===== src/rtl/dualdiv_pkg.sv =====
`timescale 1ns/1ps
package dualdiv_pkg;

   // Which divide path currently owns the output.
   typedef enum logic {
      PATH_A = 1'b0,
      PATH_B = 1'b1
   } path_e;

   localparam int NUM_PATHS = 2;

endpackage


===== src/rtl/dualdiv_shadow.sv =====
`timescale 1ns/1ps
// Working copy of the configuration; refreshed only when load is high.
module dualdiv_shadow #(
   parameter int DIV_W = 12,
   parameter int RPT_W = 12
) (
   input  logic             clk,
   input  logic             rst_n,
   input  logic             load,
   input  logic             in_dual,
   input  logic [DIV_W-1:0] in_div_a,
   input  logic [RPT_W-1:0] in_rpt_a,
   input  logic [DIV_W-1:0] in_div_b,
   input  logic [RPT_W-1:0] in_rpt_b,
   output logic             dual_q,
   output logic [DIV_W-1:0] div_a_q,
   output logic [RPT_W-1:0] rpt_a_q,
   output logic [DIV_W-1:0] div_b_q,
   output logic [RPT_W-1:0] rpt_b_q
);

   always_ff @(posedge clk or negedge rst_n) begin
      if (!rst_n) begin
         dual_q  <= 1'b0;
         div_a_q <= '0;
         rpt_a_q <= '0;
         div_b_q <= '0;
         rpt_b_q <= '0;
      end else if (load) begin
         dual_q  <= in_dual;
         div_a_q <= in_div_a;
         rpt_a_q <= in_rpt_a;
         div_b_q <= in_div_b;
         rpt_b_q <= in_rpt_b;
      end
   end

endmodule


===== src/rtl/dualdiv_phase.sv =====
`timescale 1ns/1ps
// Counts reference cycles inside one output period and shapes the waveform.
module dualdiv_phase #(
   parameter int DIV_W = 12
) (
   input  logic             clk,
   input  logic             rst_n,
   input  logic             run,
   input  logic [DIV_W-1:0] div_field,
   output logic             at_end,
   output logic             first,
   output logic             wave_high,
   output logic [DIV_W-1:0] cnt_o
);

   localparam logic [DIV_W:0] ONE_W = {{DIV_W{1'b0}}, 1'b1};

   logic [DIV_W-1:0] cnt_q;
   logic [DIV_W:0]   half_w;
   logic             single_cycle;

   always_comb begin
      // floor(N/2) where N = field + 1
      half_w       = ({1'b0, div_field} + ONE_W) >> 1;
      single_cycle = (div_field == '0);
      at_end       = run && (cnt_q == div_field);
      first        = run && (cnt_q == '0);
      wave_high    = run && (single_cycle ? first : ({1'b0, cnt_q} < half_w));
      cnt_o        = cnt_q;
   end

   always_ff @(posedge clk or negedge rst_n) begin
      if (!rst_n) begin
         cnt_q <= '0;
      end else if (!run || at_end) begin
         cnt_q <= '0;
      end else begin
         cnt_q <= cnt_q + 1'b1;
      end
   end

endmodule


===== src/rtl/dualdiv_repeat.sv =====
`timescale 1ns/1ps
// Counts completed periods of one path; wrap marks the last one of its burst.
module dualdiv_repeat #(
   parameter int RPT_W = 12
) (
   input  logic             clk,
   input  logic             rst_n,
   input  logic             step,
   input  logic [RPT_W-1:0] limit,
   output logic             wrap,
   output logic [RPT_W-1:0] count
);

   always_comb wrap = (count == limit);

   always_ff @(posedge clk or negedge rst_n) begin
      if (!rst_n) begin
         count <= '0;
      end else if (step) begin
         count <= wrap ? '0 : count + 1'b1;
      end
   end

endmodule


===== src/rtl/dual_ratio_clkdiv.sv =====
`timescale 1ns/1ps
module dual_ratio_clkdiv #(
   parameter int DIV_W = 12,
   parameter int RPT_W = 12
) (
   input  logic             clk_ref,
   input  logic             rst_n,
   input  logic             cfg_dual,
   input  logic [DIV_W-1:0] cfg_div_a,
   input  logic [RPT_W-1:0] cfg_rpt_a,
   input  logic [DIV_W-1:0] cfg_div_b,
   input  logic [RPT_W-1:0] cfg_rpt_b,
   output logic             clk_out,
   output logic             period_start,
   output logic             path_b
);
   import dualdiv_pkg::*;

   localparam int NP = NUM_PATHS;

   // elaboration-time parameter checks
   if (DIV_W < 1 || DIV_W > 32) begin : g_bad_div_w
      $error("dual_ratio_clkdiv: DIV_W must lie in 1..32");
   end
   if (RPT_W < 1 || RPT_W > 32) begin : g_bad_rpt_w
      $error("dual_ratio_clkdiv: RPT_W must lie in 1..32");
   end

   logic             live_q;
   path_e            path_q;
   logic             shadow_load;
   logic             dual_q;
   logic [DIV_W-1:0] div_a_q;
   logic [DIV_W-1:0] div_b_q;
   logic [RPT_W-1:0] rpt_a_q;
   logic [RPT_W-1:0] rpt_b_q;
   logic [DIV_W-1:0] div_act;
   logic             at_end;
   logic             first;
   logic             wave_high;
   logic [DIV_W-1:0] phase_cnt;
   logic             period_end;
   logic [NP-1:0]    rpt_step;
   logic [NP-1:0]    rpt_wrap;
   logic [RPT_W-1:0] rpt_lim [NP];
   logic [RPT_W-1:0] rpt_cnt [NP];
   logic             pattern_done;

   dualdiv_shadow #(.DIV_W(DIV_W), .RPT_W(RPT_W)) u_shadow (
      .clk      (clk_ref),
      .rst_n    (rst_n),
      .load     (shadow_load),
      .in_dual  (cfg_dual),
      .in_div_a (cfg_div_a),
      .in_rpt_a (cfg_rpt_a),
      .in_div_b (cfg_div_b),
      .in_rpt_b (cfg_rpt_b),
      .dual_q   (dual_q),
      .div_a_q  (div_a_q),
      .rpt_a_q  (rpt_a_q),
      .div_b_q  (div_b_q),
      .rpt_b_q  (rpt_b_q)
   );

   always_comb div_act = (path_q == PATH_B) ? div_b_q : div_a_q;

   dualdiv_phase #(.DIV_W(DIV_W)) u_phase (
      .clk       (clk_ref),
      .rst_n     (rst_n),
      .run       (live_q),
      .div_field (div_act),
      .at_end    (at_end),
      .first     (first),
      .wave_high (wave_high),
      .cnt_o     (phase_cnt)
   );

   always_comb begin
      period_end  = live_q && at_end;
      rpt_lim[0]  = rpt_a_q;
      rpt_lim[1]  = rpt_b_q;
      rpt_step[0] = period_end && dual_q && (path_q == PATH_A);
      rpt_step[1] = period_end && dual_q && (path_q == PATH_B);
   end

   for (genvar g = 0; g < NP; g++) begin : g_rpt
      dualdiv_repeat #(.RPT_W(RPT_W)) u_rpt (
         .clk   (clk_ref),
         .rst_n (rst_n),
         .step  (rpt_step[g]),
         .limit (rpt_lim[g]),
         .wrap  (rpt_wrap[g]),
         .count (rpt_cnt[g])
      );
   end

   always_comb begin
      pattern_done = (path_q == PATH_B) && rpt_wrap[1];
      shadow_load  = !live_q || (period_end && (!dual_q || pattern_done));
   end

   always_ff @(posedge clk_ref or negedge rst_n) begin
      if (!rst_n) begin
         live_q <= 1'b0;
         path_q <= PATH_A;
      end else begin
         live_q <= 1'b1;
         if (period_end) begin
            if (!dual_q) begin
               path_q <= PATH_A;
            end else if (path_q == PATH_A && rpt_wrap[0]) begin
               path_q <= PATH_B;
            end else if (pattern_done) begin
               path_q <= PATH_A;
            end
         end
      end
   end

   always_comb begin
      clk_out      = wave_high;
      period_start = first;
      path_b       = (path_q == PATH_B);
   end

endmodule


===== config.mk =====
export PLATFORM = sky130hd
export DESIGN_NAME = dual_ratio_clkdiv
export DESIGN_NICKNAME = d
export VERILOG_FILES = /design/src/rtl/dualdiv_pkg.sv /design/src/rtl/dualdiv_shadow.sv /design/src/rtl/dualdiv_phase.sv /design/src/rtl/dualdiv_repeat.sv /design/src/rtl/dual_ratio_clkdiv.sv
export SDC_FILE = /design/constraint.sdc
export NUM_CORES = 1
export LEC_CHECK = 0
export BUFFER_PORTS_ARGS = -buffer_cell sky130_fd_sc_hd__clkbuf_2
export CAP_MARGIN = 20
export CORE_ASPECT_RATIO = 1.25
export CORE_UTILIZATION = 50
export CTS_BUF_LIST = sky130_fd_sc_hd__clkbuf_16
export DETAILED_ROUTE_END_ITERATION = 12
export GPL_TIMING_DRIVEN = 0
export PLACE_DENSITY = 0.72
export SYNTH_ARGS = -nofsm -noshare
export SYNTH_HDL_FRONTEND = slang
export SYNTH_SLANG_ARGS = --single-unit

===== constraint.sdc =====
create_clock -name clk_ref -period 3.1 [get_ports clk_ref]
set_input_delay 0.155 -clock clk_ref [delete_from_list [all_inputs] [get_ports clk_ref]]
set_output_delay 0.155 -clock clk_ref [all_outputs]
set_load 0.05 [all_outputs]

==> flow_metrics.tcl <==
set metrics [dict create \
    drive_above_1_share_pct 27.9 \
    postRouteAntennaNets 0 \
    vdd_drop_max_mv 0.302 \
    leakagePower_nw 2.49 \
    root_buffer "clkbuf_16" \
    rr_worst_depth 10 \
    yosys_register_bits 87 \
    grt.total_usage_pct 22.6 \
    cp.required_ns 2.94 \
    cts_buffer_depth 2 \
    post-route-drc-count 0 \
    critical_path.startpoint_type "flip-flop" \
    clkLatencyLatePin_ns 0.34 \
    use_met2_pct 38.9 \
    synth_warnings 0 \
    use_met1_pct 28.3 \
    diodes 0 \
    numClockSinks 87 \
    synth_ff_type "dfrtp_1" \
    synthCells 455 \
    hold_path_depth 2 \
    ys_async_sr_fraction_pct 100 \
    ios 54 \
    hpwl_um 7680 \
    fp.dieW_um 90.2 \
    cap_violations 0 \
    path_class "reg -> out" \
    slew_headroom_pct 52.4 \
    syn_to_final_growth_pct 20.1 \
    grt.overflow.total 0 \
    drv_slew 0 \
    ys_seq_area_share_pct 44.8 \
    crit_path_max_fanout 5 \
    timing.fmax_mhz 291 \
    synth_top_area_share_pct 44.8 \
    synth_top_area_cell "dfrtp_1" \
    clk_pin_slew_worst_paths_ns 0.06 \
    rsz0062_at_grt "yes" \
    hold_class "in -> reg" \
    violations "setup timing" \
    fin_util_pct 63.0 \
    regArea_um2 2180 \
    syn-num-nets 524 \
    die_h_um 112 \
    cts_tree "yes" \
    status "complete, but fails checks" \
    postSynthAreaPerCell_um2 10.7 \
    final.setup_skew_ns 0.00692 \
    setup_viol 20 \
    start_util_pct 52.4 \
    grt_pass1_wl_um 18100 \
    h-tree-depth 3 \
    grt_max_degree 55 \
    gr-usage-met3_pct 3.79 \
    multi_input_area_um2 2650 \
    design.core.area_um2 9270 \
    ys_types 43 \
    port_buffers 53 \
    wire_per_inst_um 16.4 \
    fillers 766 \
    busiest_layer "met2" \
    dieArea_um2 10100 \
    worst_slew_pin_slew_ns 0.694 \
    synth_edf_count 0 \
    final_hold_viol_count 0 \
    routed_wirelength_um 10800 \
    synth_area_um2 4860 \
    setup_slack_ns -0.338 \
    end_kind "primary output" \
    critPathArrivalTime_ns 3.28 \
    antenna_found_initial 0 \
    period_minus_slack_ns 3.44 \
    drt_iter0_markers 142 \
    post-route-period-util_pct 111 \
    rows 39 \
    finalSetupTns_ns -1.20 \
    grt_pass1_vias 3800 \
    cts_buffers 9 \
    vias_per_cell 5.65 \
    gp_congestion 0.864 \
    p_per_area_nw_per_um2 465 \
    first_pass_iters 4 \
    vias 3731 \
    final_nets 601 \
    yosys-top-cells-area "dfrtp_1 (45%), mux2_2 (9.3%), xnor2_1 (7.7%)" \
]
[path summary, 6_finish.rpt]
path                                          start                       to  slack (ns)
worst min register to register  u_shadow.div_a_q[9]      u_shadow.div_a_q[9]        0.50
worst max register to register               path_b      u_shadow.div_a_q[4]       -0.10
worst min-delay path                   cfg_div_a[5]      u_shadow.div_a_q[5]        0.02
max in group asynchronous                     rst_n      u_shadow.div_a_q[7]        2.14
min in group asynchronous                     rst_n  g_rpt[1].u_rpt.count[9]        0.34
worst max-delay path                         path_b                  clk_out       -0.34
[metal layers]
layer / part of all wire (%) / vias up / wire length, µm
met1: 43 / 1827 / 4700
met3: 4.1 / 23 / 447
met2: 50 / 105 / 5420
met5: 0 / - / 0
met4: 2.3 / 0 / 246
li1: - / 1776 / -
[registers in the layout (all words and copies together) (netlist names)]
register	flops
u_shadow.rpt_a_q	12
u_phase.cnt_o	12
u_shadow.div_b_q	12
u_shadow.dual_q	1
u_shadow.rpt_b_q	12
path_b	1
u_shadow.div_a_q	12
live_q	1
g_rpt.u_rpt.count	24
[critical path, stage by stage, from the launching register on]
cell,delay [ns]
dfrtp_2,0.46
buf_12,0.15
nand3b_1,0.21
a211oi_4,0.25
nand2_1,0.11
or3_4,0.38
nor3_2,0.19
xor2_1,0.20
ha_1,0.27
a21o_1,0.20
a21oi_2,0.14
o21ai_2,0.08
o21ai_4,0.13
buf_8,0.16
[what timing repair did]
action | in CTS | in global routing
endpoints found under the setup margin | 11 | 70
buffers inserted | 10 | 2
hold buffers | 1 | 0
endpoints found under the hold margin | 33 | 0
pin swaps | 9 | 4
resized for setup | 8 | 10
[cell type report]
cell class	instances	share of cell area, %
plain buffers	14	1.82
well taps	123	2.63
clock buffers	9	3.86
inverters	14	0.900
flip-flops and latches	87	37.3
multi-input cells	339	45.4
clock inverters	7	1.20
repair buffers	67	6.94
[through the flow]
step           hold WS (ns)  area (µm²)  setup WS (ns)  total power, mW  cells
2_1_floorplan        -0.141        4920         -0.209             1.50    455
3_5_place_dp          0.182        5370         -0.338             1.62    632
5_1_grt              0.0221        5840         -0.443             2.83    660
4_1_cts              0.0154        5770         -0.435             2.73    658
6_report             0.0221        5840         -0.338             2.72    660
3_3_place_gp          0.372        5340         -0.314             1.60    631
[layout by cell type, fill, tap and decap left out, types with 3 or more instances in the layout]
| master | synthesis | routed |
|---|---|---|
| nor3_1 | 7 | 5 |
| nor4_2 | 3 | 3 |
| clkbuf_2 | 0 | 51 |
| clkbuf_1 | 7 | 7 |
| mux2i_1 | 11 | 7 |
| ha_1 | 18 | 17 |
| nor2_1 | 32 | 31 |
| buf_4 | 3 | 15 |
| o31ai_1 | 15 | 15 |
| mux2i_2 | 1 | 3 |
| mux2_1 | 9 | 9 |
| nand2_1 | 19 | 19 |
| clkbuf_16 | 0 | 9 |
| a31oi_1 | 4 | 4 |
| inv_1 | 14 | 14 |
| o21ai_0 | 35 | 33 |
| mux2_2 | 40 | 40 |
| dfrtp_1 | 87 | 86 |
| xnor2_1 | 43 | 43 |
| nand3_1 | 18 | 17 |
| nand2b_1 | 10 | 10 |
| xor2_1 | 13 | 13 |
| a21o_1 | 5 | 5 |
| and3_1 | 19 | 19 |
| nand4_1 | 13 | 13 |
| inv_6 | 0 | 3 |
[synthesized netlist by cell type (9+ instances only)]
master    instances
dfrtp_1          87
xnor2_1          43
mux2_2           40
o21ai_0          35
nor2_1           32
and3_1           19
nand2_1          19
ha_1             18
nand3_1          18
o31ai_1          15
inv_1            14
nand4_1          13
xor2_1           13
mux2i_1          11
nand2b_1         10
mux2_1            9
[kinds of logic (layout without fill, tap and decap cells)]
family | after synthesis | count (layout) | synth area share (%)
flip-flops | 87 | 87 | 44.8
AND/OR/NAND/NOR | 134 | 134 | 14.6
adder cells (fa/ha/maj) | 18 | 18 | 4.63
XOR/XNOR | 56 | 56 | 10.1
buffers and inverters | 29 | 111 | 3.19
other | 1 | 1 | 0.0771
AO/OA/AOI/OAI | 69 | 69 | 8.70
multiplexers | 61 | 61 | 13.9
[where the power goes]
| part | switching, mW | total [mW] | internal, mW |
|---|---|---|---|
| logic | 0.174 | 0.356 | 0.182 |
| registers | 0.0657 | 1.27 | 1.20 |
| clock network | 0.462 | 1.09 | 0.627 |
Power figures use the tool's default switching activity.
